File: src/rtl/dcp_pkg.sv
package dcp_pkg;

    typedef enum logic [2:0] {
        ACT_HIT        = 3'd0,
        ACT_ALLOC      = 3'd1,
        ACT_NOALLOC    = 3'd2,
        ACT_BYPASS     = 3'd3,
        ACT_INVAL      = 3'd4,
        ACT_PUSH_INVAL = 3'd5
    } act_e;

    // Stored bits: 31..27, 23..21, 15..13
    localparam logic [31:0] CTL_KEEP_MASK = 32'hF8E0_E000;
    localparam int B_ENABLE  = 31;
    localparam int B_NOALLOC = 30;
    localparam int B_KEEP    = 28;
    localparam int B_HALF    = 27;

    typedef struct packed {
        logic write;
        logic locked;
        logic cacheable;
        logic hit;
        logic dirty;
    } access_t;

    function automatic act_e pick_action(input access_t a, input logic en,
                                         input logic no_alloc);
        act_e r;
        if (!en)                      r = ACT_BYPASS;
        else if (a.locked) begin
            if (!a.hit)               r = ACT_BYPASS;
            else if (a.dirty)         r = ACT_PUSH_INVAL;
            else                      r = ACT_INVAL;
        end
        else if (!a.cacheable)        r = ACT_BYPASS;
        else if (a.hit)               r = ACT_HIT;
        else if (no_alloc)            r = ACT_NOALLOC;
        else                          r = ACT_ALLOC;
        return r;
    endfunction

endpackage

File: src/rtl/dcp_ctl_reg.sv
module dcp_ctl_reg
    import dcp_pkg::*;
(
    input  logic        clk,
    input  logic        rst,
    input  logic        wr_en,
    input  logic [31:0] wr_data,
    output logic [31:0] value
);
    always_ff @(posedge clk) begin
        if (rst)        value <= '0;
        else if (wr_en) value <= wr_data & CTL_KEEP_MASK;
    end
endmodule

File: src/rtl/dcp_seq.sv
module dcp_seq
    import dcp_pkg::*;
#(
    parameter int SET_W = 7
) (
    input  logic             clk,
    input  logic             rst,
    input  logic             take,
    input  act_e             dec,
    input  logic [SET_W-1:0] set_in,
    input  logic             push_ack,
    output logic             waiting,
    output logic             out_valid,
    output act_e             out_code,
    output logic [SET_W-1:0] out_set
);
    typedef enum logic {S_IDLE, S_WAIT} st_e;
    st_e st;

    assign waiting = (st == S_WAIT);

    always_ff @(posedge clk) begin
        if (rst) begin
            st        <= S_IDLE;
            out_valid <= 1'b0;
            out_code  <= ACT_HIT;
            out_set   <= '0;
        end else begin
            out_valid <= 1'b0;
            if (st == S_WAIT) begin
                if (push_ack) begin
                    st        <= S_IDLE;
                    out_valid <= 1'b1;
                    out_code  <= ACT_BYPASS;
                end
            end else if (take) begin
                out_valid <= 1'b1;
                out_code  <= dec;
                out_set   <= set_in;
                if (dec == ACT_PUSH_INVAL) st <= S_WAIT;
            end
        end
    end
endmodule

File: src/rtl/dcache_policy_ctl.sv
module dcache_policy_ctl
    import dcp_pkg::*;
#(
    parameter int SET_W = 7
) (
    input  logic             clk,
    input  logic             rst,
    input  logic             ctl_wr_en,
    input  logic [31:0]      ctl_wr_data,
    output logic [31:0]      ctl_rd_data,
    input  logic             req_valid,
    input  logic             req_write,
    input  logic             req_atomic,
    input  logic             bus_lock,
    input  logic             req_cacheable,
    input  logic             lookup_hit,
    input  logic             lookup_dirty,
    input  logic [SET_W-1:0] req_set,
    output logic             busy,
    output logic             push_req,
    input  logic             push_ack,
    output logic             act_valid,
    output logic [2:0]       act_code,
    output logic [SET_W-1:0] act_set,
    output logic             push_keep_valid,
    output logic             half_mode
);
    localparam int TOP = SET_W - 1;

    logic [31:0]      ctl;
    access_t          acc;
    act_e             dec;
    act_e             code_q;
    logic             waiting;
    logic [SET_W-1:0] set_eff;

    dcp_ctl_reg u_reg (
        .clk(clk), .rst(rst), .wr_en(ctl_wr_en), .wr_data(ctl_wr_data), .value(ctl)
    );

    assign acc = '{write: req_write, locked: req_atomic | bus_lock,
                   cacheable: req_cacheable, hit: lookup_hit,
                   dirty: lookup_hit & lookup_dirty};
    assign dec = pick_action(acc, ctl[B_ENABLE], ctl[B_NOALLOC]);

    generate
        if (SET_W > 1) begin : g_fold
            assign set_eff = ctl[B_HALF] ? {1'b0, req_set[TOP-1:0]} : req_set;
        end else begin : g_single
            assign set_eff = ctl[B_HALF] ? 1'b0 : req_set;
        end
    endgenerate

    dcp_seq #(.SET_W(SET_W)) u_seq (
        .clk(clk), .rst(rst), .take(req_valid), .dec(dec), .set_in(set_eff),
        .push_ack(push_ack), .waiting(waiting), .out_valid(act_valid),
        .out_code(code_q), .out_set(act_set)
    );

    assign ctl_rd_data     = ctl;
    assign busy            = waiting;
    assign push_req        = waiting;
    assign act_code        = code_q;
    assign push_keep_valid = ctl[B_KEEP];
    assign half_mode       = ctl[B_HALF];
endmodule

File: config.mk
export PLATFORM = sky130hd
export DESIGN_NAME = dcache_policy_ctl
export DESIGN_NICKNAME = d
export VERILOG_FILES = /design/src/rtl/dcp_pkg.sv /design/src/rtl/dcp_ctl_reg.sv /design/src/rtl/dcp_seq.sv /design/src/rtl/dcache_policy_ctl.sv
export SDC_FILE = /design/constraint.sdc
export NUM_CORES = 1
export LEC_CHECK = 0
export ABC_AREA = 1
export ABC_CLOCK_PERIOD_IN_PS = 1500
export BUFFER_PORTS_ARGS = -buffer_cell sky130_fd_sc_hd__clkbuf_2
export CAP_MARGIN = 5
export CORE_UTILIZATION = 30
export DETAILED_ROUTE_END_ITERATION = 10
export PLACE_DENSITY = 0.67
export SKIP_LAST_GASP = 1
export SLEW_MARGIN = 20
export SYNTH_ARGS = -nofsm -noshare
export SYNTH_HDL_FRONTEND = slang
export SYNTH_SLANG_ARGS = --single-unit
File: constraint.sdc
create_clock -name clk -period 1.5 [get_ports clk]
set_clock_uncertainty 0.05 [all_clocks]
set_input_delay 0.075 -clock clk [delete_from_list [all_inputs] [get_ports clk]]
set_output_delay 0.075 -clock clk [all_outputs]
set_load 0.02 [all_outputs]
==> run_results.csv, run 1 <==
group,metric,value,unit
sta,holdWs,0.1096,ns
worst_setup_path,cpPeakStageDelay,0.38,ns
floorplanning,dieArea,0.003800,mm2
sta,hold_violations,0,
worst_setup_path,r2r-end,"u_seq.out_code[0]",
cells_and_area,multiInputGateArea,427.9,um2
worst_setup_path,worstPathCellList,"nor2_4 > inv_1 > nor2_1 > nor2_1",
power_and_ir_drop,pwr-share-clk,22.4,%
logic_synthesis,synth_seq_cells,23,
cts,htreeDepth,1,
power_and_ir_drop,powerDensity,851.8,mW/mm2
sta,fmax,884.2,MHz
logic_synthesis,synthTopCellsByArea,"dfxtp_1, buf_4, nor2_1",
logic_synthesis,yosysUniqueCellTypes,16,
cells_and_area,fillCellCount,340,
logic_synthesis,ys_warn_count,0,
grt,grt_pass1_wl,3498,um
hold_path,whs_endpoint,"u_seq.out_code[1]",
sta,final.min_clock_period,1.131,ns
detailed_routing,drc,0,
detailed_routing,drtIter0Drc,25,
floorplanning,coreArea,0.003363,mm2
cells_and_area,drive_gt1_share,30.05,%
grt,first_global_vias,873,
detailed_routing,via_count,1044,
logic_synthesis,yosysSeqAreaShare,43.14,%
floorplanning,io_pins,97,
flow_run,drv_cap,0,
detailed_routing,wirelength,2328,um
logic_synthesis,syn_area,0.001067,mm2
detailed_routing,firstDrtPassIters,3,
logic_synthesis,syn_area_per_cell,7.516,um2
cts,cts_made_buffers,3,
hold_path,hp-class,"primary input to flip-flop",
sta,setup-tns-final,0,ns
cells_and_area,syn_to_final_growth,40.91,%
power_and_ir_drop,power,1.281,mW
power_and_ir_drop,seqPwrFrac,52.8,%
cts,cts.repair.resized,0,
sta,rsz0062_at_grt,"false",
grt,grt-ovfl-total,0,
cts,root_buffer,"clkbuf_4",
sta,period_share,75.39,%
power_and_ir_drop,p_leak,0.7991,nW
cts,clockBufferDepth,2,
worst_setup_path,cp_max_fo,10,
cells_and_area,final_cell_mix,"clkbuf_2, nor2_1, dfxtp_1",
cells_and_area,ff_latch_area,460.4,um2
worst_setup_path,crit_slowest_cell,"dfxtp_1",
worst_setup_path,startpoint_type,"flip-flop",
hold_path,holdCritStartpoint,"req_cacheable",
placement,place.gp.congestion,0.6234,
cells_and_area,fin_nets,264,
grt,track_usage,12.71,%
floorplanning,start_util,31.73,%
status,status,"completed",
worst_setup_path,crit_type,"flip-flop to flip-flop",
power_and_ir_drop,p_sw,405.1,uW
logic_synthesis,yosys.area.top_type_share,43.14,%
power_and_ir_drop,comb_power_share,24.8,%
grt,antenna_found_initial,0,
floorplanning,die_y,61.65,um
power_and_ir_drop,p_sw_share,31.62,%
worst_setup_path,r2r-start,"u_seq.waiting",
cts,tritoncts,"done",
worst_setup_path,end_kind,"flip-flop",
worst_setup_path,cp_common_cell,"nor2_1",
logic_synthesis,synth_cells,142,
logic_synthesis,yosys.area.top_type,"dfxtp_1",
cells_and_area,diodes,0,
cts,clk_latency,0.30,ns
worst_setup_path,r2r_cells,4,
floorplanning,core.rowCount,21,
detailed_routing,antenna_left,0,
sta,drv_slew,0,
worst_setup_path,critPathRequiredTime,1.66,ns
grt,grt_max_degree,19,
floorplanning,die_w,61.65,um
detailed_routing,routedWlPerCell,8.988,um
placement,dp_hpwl,1559,um
cells_and_area,final_common_cell,"clkbuf_2",
worst_setup_path,cpLargestDelayFamily,"simple AND/OR/NAND/NOR gates",
worst_setup_path,cp_num_buf_inv,1,
power_and_ir_drop,power.internal,876.0,uW
detailed_routing,vias_per_cell,4.031,
worst_setup_path,critPathArrivalTime,1.29,ns
cts,clk_pin_slew,0.12,ns
sta,setup_violations,0,
placement,io_buffers,53,
hold_path,min_delay_path_depth,6,
cts,clock-sinks,23,
power_and_ir_drop,ir_worst_vdd,0.4106,mV
worst_setup_path,r2r_setup_slack,0.37,ns
==> metal layers <==
| metal | global-route usage (%) | routed length (um) | vias up |
|---|---|---|---|
| li1 | - | - | 540 |
| met1 | 13.50 | 1010 | 454 |
| met2 | 23.35 | 1146 | 46 |
| met3 | 3.361 | 144 | 4 |
| met4 | 5.714 | 26 | 0 |
| met5 | 0 | 0 | - |
==> repair_timing <==
item                                   4_1_cts  5_1_grt
hold buffers                                21        0
buffers inserted                             0        0
setup endpoints to repair                    0        0
endpoints found under the hold margin       21        0
==> power by group through the flow <==
stage               sequential [mW]  clock [mW]  combinational [mW]
floorplan                     0.739           0               0.178
global placement              0.688           0               0.274
detailed placement            0.689           0               0.276
CTS                           0.676       0.300               0.319
global route                  0.681       0.334               0.355
finish                        0.676       0.287               0.318
==> cell families after synthesis <==
logic type,synth area share (%)
AND/OR/NAND/NOR,19.34
buffers and inverters,23.80
other,0.3514
AO/OA/AOI/OAI,13.36
flip-flops,43.14
==> metrics by stage <==
step,instance area [um2],std cells,utilization [%],worst slack (ns)
6_report,1504,259,44.72,0.3691
5_1_grt,1504,259,44.72,0.2676
4_1_cts,1504,259,44.72,0.3406
3_5_place_dp,1267,234,37.69,0.3600
3_3_place_gp,1267,234,37.69,0.3703
2_1_floorplan,1142,162,-,0.4060
==> how the worst max path moves through the flow <==
stage               slack (ns)     startpoint                end  cells past startpoint
floorplan                 0.41  u_seq.waiting  u_seq.out_code[0]                      5
global placement          0.37  u_seq.waiting   u_seq.out_set[3]                      4
detailed placement        0.36  u_seq.waiting  u_seq.out_code[0]                      4
CTS                       0.34  u_seq.waiting   u_seq.out_set[0]                      4
global route              0.27  u_seq.waiting  u_seq.out_code[0]                      4
finish                    0.37  u_seq.waiting  u_seq.out_code[0]                      4
==> layout make-up <==
class	instances	share of cell area [%]
timing repair buffer	74	31.61
sequential	23	30.62
multi-input combinational	97	28.45
tap	46	3.827
inverter	15	3.744
clock buffer	4	1.747
==> cells in the mapped netlist <==
cell     instances
nor2_1          37
buf_4           25
dfxtp_1         23
o21ai_0         20
inv_1           12
nand2_1          6
a21oi_1          4
inv_2            3
nand3_1          3
a21oi_2          2
buf_2            2
conb_1           1
nand4_2          1
nor2_2           1
nor2_4           1
o21ai_1          1
==> sequential cells by signal, indices dropped and copies added (netlist names) <==
register,flops
u_reg.value,11
u_seq.out_code,3
u_seq.out_set,7
u_seq.out_valid,1
u_seq.waiting,1
==> worst reg2reg max path: cells and delay by family (launching register included) <==
| family | cells | cell delay (ns) |
|---|---|---|
| AND/OR/NAND/NOR | 3 | 0.42 |
| flip-flops | 1 | 0.38 |
| buffers and inverters | 1 | 0.19 |
No activity file was read; power rests on OpenSTA's default activity.
==> run 2: changes to the inputs <==
Settings changed: ABC_AREA 1 to 0, ABC_CLOCK_PERIOD_IN_PS 1500 to 1200.
Clock period 1.5 ns to 1.2 ns, I/O delays scaled along.
==> run 2 against run 1 <==
Net effect: critical path depth down 1; worst setup slack worse by 0.30 ns; largest cell class unchanged; highest routed layer unchanged; sequential share of layout area up 0.42 points; clock-buffer cell count unchanged; via count down 8.9%; non-clock buffer count unchanged; synthesized cell count down 18%; global-route usage about the same; sequential cell count unchanged; combinational power up 16%; wire length up 0.30%.
==> run_results.csv, run 2 <==
group,metric,value,unit
worst_setup_path,r2r_cells,3,
worst_setup_path,endpoint,"u_seq.out_code[0]",
sta,fmax,883.4,MHz
worst_setup_path,crit_type,"flip-flop to flip-flop",
floorplanning,start_util,31.32,%
cts,post-cts-setup-buffers,0,
logic_synthesis,async_flop_share,0,%
power_and_ir_drop,powerDensity,1042,mW/mm2
logic_synthesis,synth_edf_count,0,
logic_synthesis,synth.most_common_cell,"buf_4",
detailed_routing,drtIter0Drc,31,
cts,clock-sinks,23,
cts,cts_made_buffers,3,
cts,clockBufferDepth,2,
cts,root_buffer,"clkbuf_4",
power_and_ir_drop,ir_worst_vdd,0.5713,mV
cts,clk_latency,0.30,ns
logic_synthesis,synth_cells,117,
placement,io_buffers,53,
worst_setup_path,critPathRequiredTime,1.33,ns
cells_and_area,final_cell_mix,"clkbuf_2, dfxtp_1, conb_1",
cells_and_area,final_common_cell,"clkbuf_2",
logic_synthesis,synth_commonest_cells,"buf_4, dfxtp_1, nand2_1",
sta,hold_violations,0,
worst_setup_path,end_kind,"flip-flop",
detailed_routing,vias_per_cell,4.099,
worst_setup_path,critPathArrivalTime,1.26,ns
cts,tritoncts,"done",
sta,drv_slew,0,
worst_setup_path,crit_path_start,"u_seq.waiting",
grt,grt_pass1_wl,3477,um
logic_synthesis,synth_seq_cells,23,
worst_setup_path,cp_max_fo,6,
sta,holdWs,0.04388,ns
sta,rsz0062_at_grt,"true",
logic_synthesis,yosys.area.top_type_share,43.71,%
floorplanning,die_w,61.26,um
sta,final.min_clock_period,1.132,ns
logic_synthesis,synthTopCellsByArea,"dfxtp_1, buf_4, mux2i_1",
floorplanning,io_pins,97,
cts,clk_pin_slew,0.12,ns
sta,period_share,94.33,%
worst_setup_path,r2r-start,"u_seq.waiting",
grt,antenna_found_initial,0,
detailed_routing,antenna_left,0,
detailed_routing,firstDrtPassIters,4,
floorplanning,dieArea,0.003753,mm2
cells_and_area,drive_gt1_share,32.26,%
cts,htreeDepth,1,
placement,place.gp.congestion,0.7552,
worst_setup_path,r2r-end,"u_seq.out_code[0]",
cells_and_area,diodes,0,
logic_synthesis,yosys_most_used_dff,"dfxtp_1",
cells_and_area,regMostFlops,"u_reg.value",
worst_setup_path,startpoint_type,"flip-flop",
logic_synthesis,yosysSeqAreaShare,43.71,%
floorplanning,coreArea,0.003363,mm2
detailed_routing,via_count,951,
placement,dp_hpwl,1542,um
logic_synthesis,ys_warn_count,0,
logic_synthesis,yosys.area.top_type,"dfxtp_1",
hold_path,hp-class,"primary input to flip-flop",
logic_synthesis,syn_area_per_cell,9.004,um2
grt,first_global_vias,852,
worst_setup_path,r2r_setup_slack,0.07,ns
sta,fin_ws,0.06807,ns
cells_and_area,largest_reg_flops,11,
grt,grt_max_degree,24,
status,status,"completed",
power_and_ir_drop,p_leak,0.7631,nW
floorplanning,core.rowCount,21,
cells_and_area,fillCellCount,372,
detailed_routing,routedWlPerCell,10.06,um
cts,cts.repair.resized,0,
floorplanning,die_y,61.26,um
detailed_routing,wirelength,2335,um
grt,grt-ovfl-total,0,
logic_synthesis,syn_area,0.001054,mm2
cells_and_area,fin_nets,237,
logic_synthesis,yosysUniqueCellTypes,21,
sta,setup_violations,0,
cells_and_area,syn_to_final_growth,41.21,%
grt,track_usage,12.67,%
cells_and_area,top_regs,"u_reg.value: 11 flops, u_seq.out_set: 7 flops, u_seq.out_code: 3 flops",
detailed_routing,drc,0,
flow_run,drv_cap,0,
placement,dp_worst_setup_slack,0.07112,ns
==> run 2: metrics by stage <==
step           instance area (um2)  instances  power, mW  setup TNS [ns]  util [%]
2_1_floorplan                 1134        137      1.115               0         -
3_3_place_gp                  1261        208      1.164               0     37.50
3_5_place_dp                  1261        208      1.166               0     37.50
4_1_cts                       1488        232      1.573               0     44.23
5_1_grt                       1488        232      1.651        -0.01424     44.23
6_report                      1488        232      1.550               0     44.23
==> run 2: per-layer routing <==
| layer | part of all wire [%] | track usage, % | wire, um |
|---|---|---|---|
| met4 | 0.81 | 4.870 | 19 |
| met5 | 0 | 0 | 0 |
| met3 | 5.7 | 3.361 | 133 |
| met1 | 43 | 14.58 | 1005 |
| met2 | 50 | 22.36 | 1176 |
==> run 2: power by group <==
| group | internal [mW] | leakage (nW) | switching [mW] |
|---|---|---|---|
| logic | 0.150 | 0.558 | 0.220 |
| registers | 0.807 | 0.190 | 0.0267 |
| clock network | 0.129 | 0.0150 | 0.217 |
==> run 2: worst min-delay path by stage <==
stage | from | to | depth (start not counted) | slack, ns
after CTS | req_valid | u_seq.out_valid | 3 | 0.03
after global placement | req_set[1] | u_seq.out_set[1] | 3 | 0.24
final | req_valid | u_seq.out_valid | 3 | 0.04
after floorplan | rst | u_seq.out_code[1] | 1 | 0.08
after global routing | req_cacheable | u_seq.out_code[1] | 3 | 0.05
after detailed placement | req_set[1] | u_seq.out_set[1] | 3 | 0.24
==> run 2: worst max-delay path, cell delays in order (launching register included) <==
cell and delay, ns:
dfxtp_2 0.40, mux2i_2 0.33, nor2b_1 0.18, a311oi_1 0.05
==> run 2: cell families after synthesis <==
family / share of synthesized area, %
AO/OA/AOI/OAI: 8.669
buffers and inverters: 19.60
flip-flops: 43.71
multiplexers: 12.35
other: 0.3560
AND/OR/NAND/NOR: 15.32
==> run 2: cell type report <==
| class | instances | area, um2 | share of cell area (%) |
|---|---|---|---|
| flip-flops and latches | 23 | 461.7 | 31.03 |
| well taps | 46 | 57.56 | 3.869 |
| multi-input cells | 84 | 465.4 | 31.29 |
| repair buffers | 74 | 473.0 | 31.79 |
| inverters | 1 | 3.754 | 0.2523 |
| clock buffers | 4 | 26.28 | 1.766 |
==> run 2: what timing repair did <==
action,in CTS,in global routing
endpoints found under the setup margin,0,1
hold endpoints to repair,20,0
hold buffers,20,0
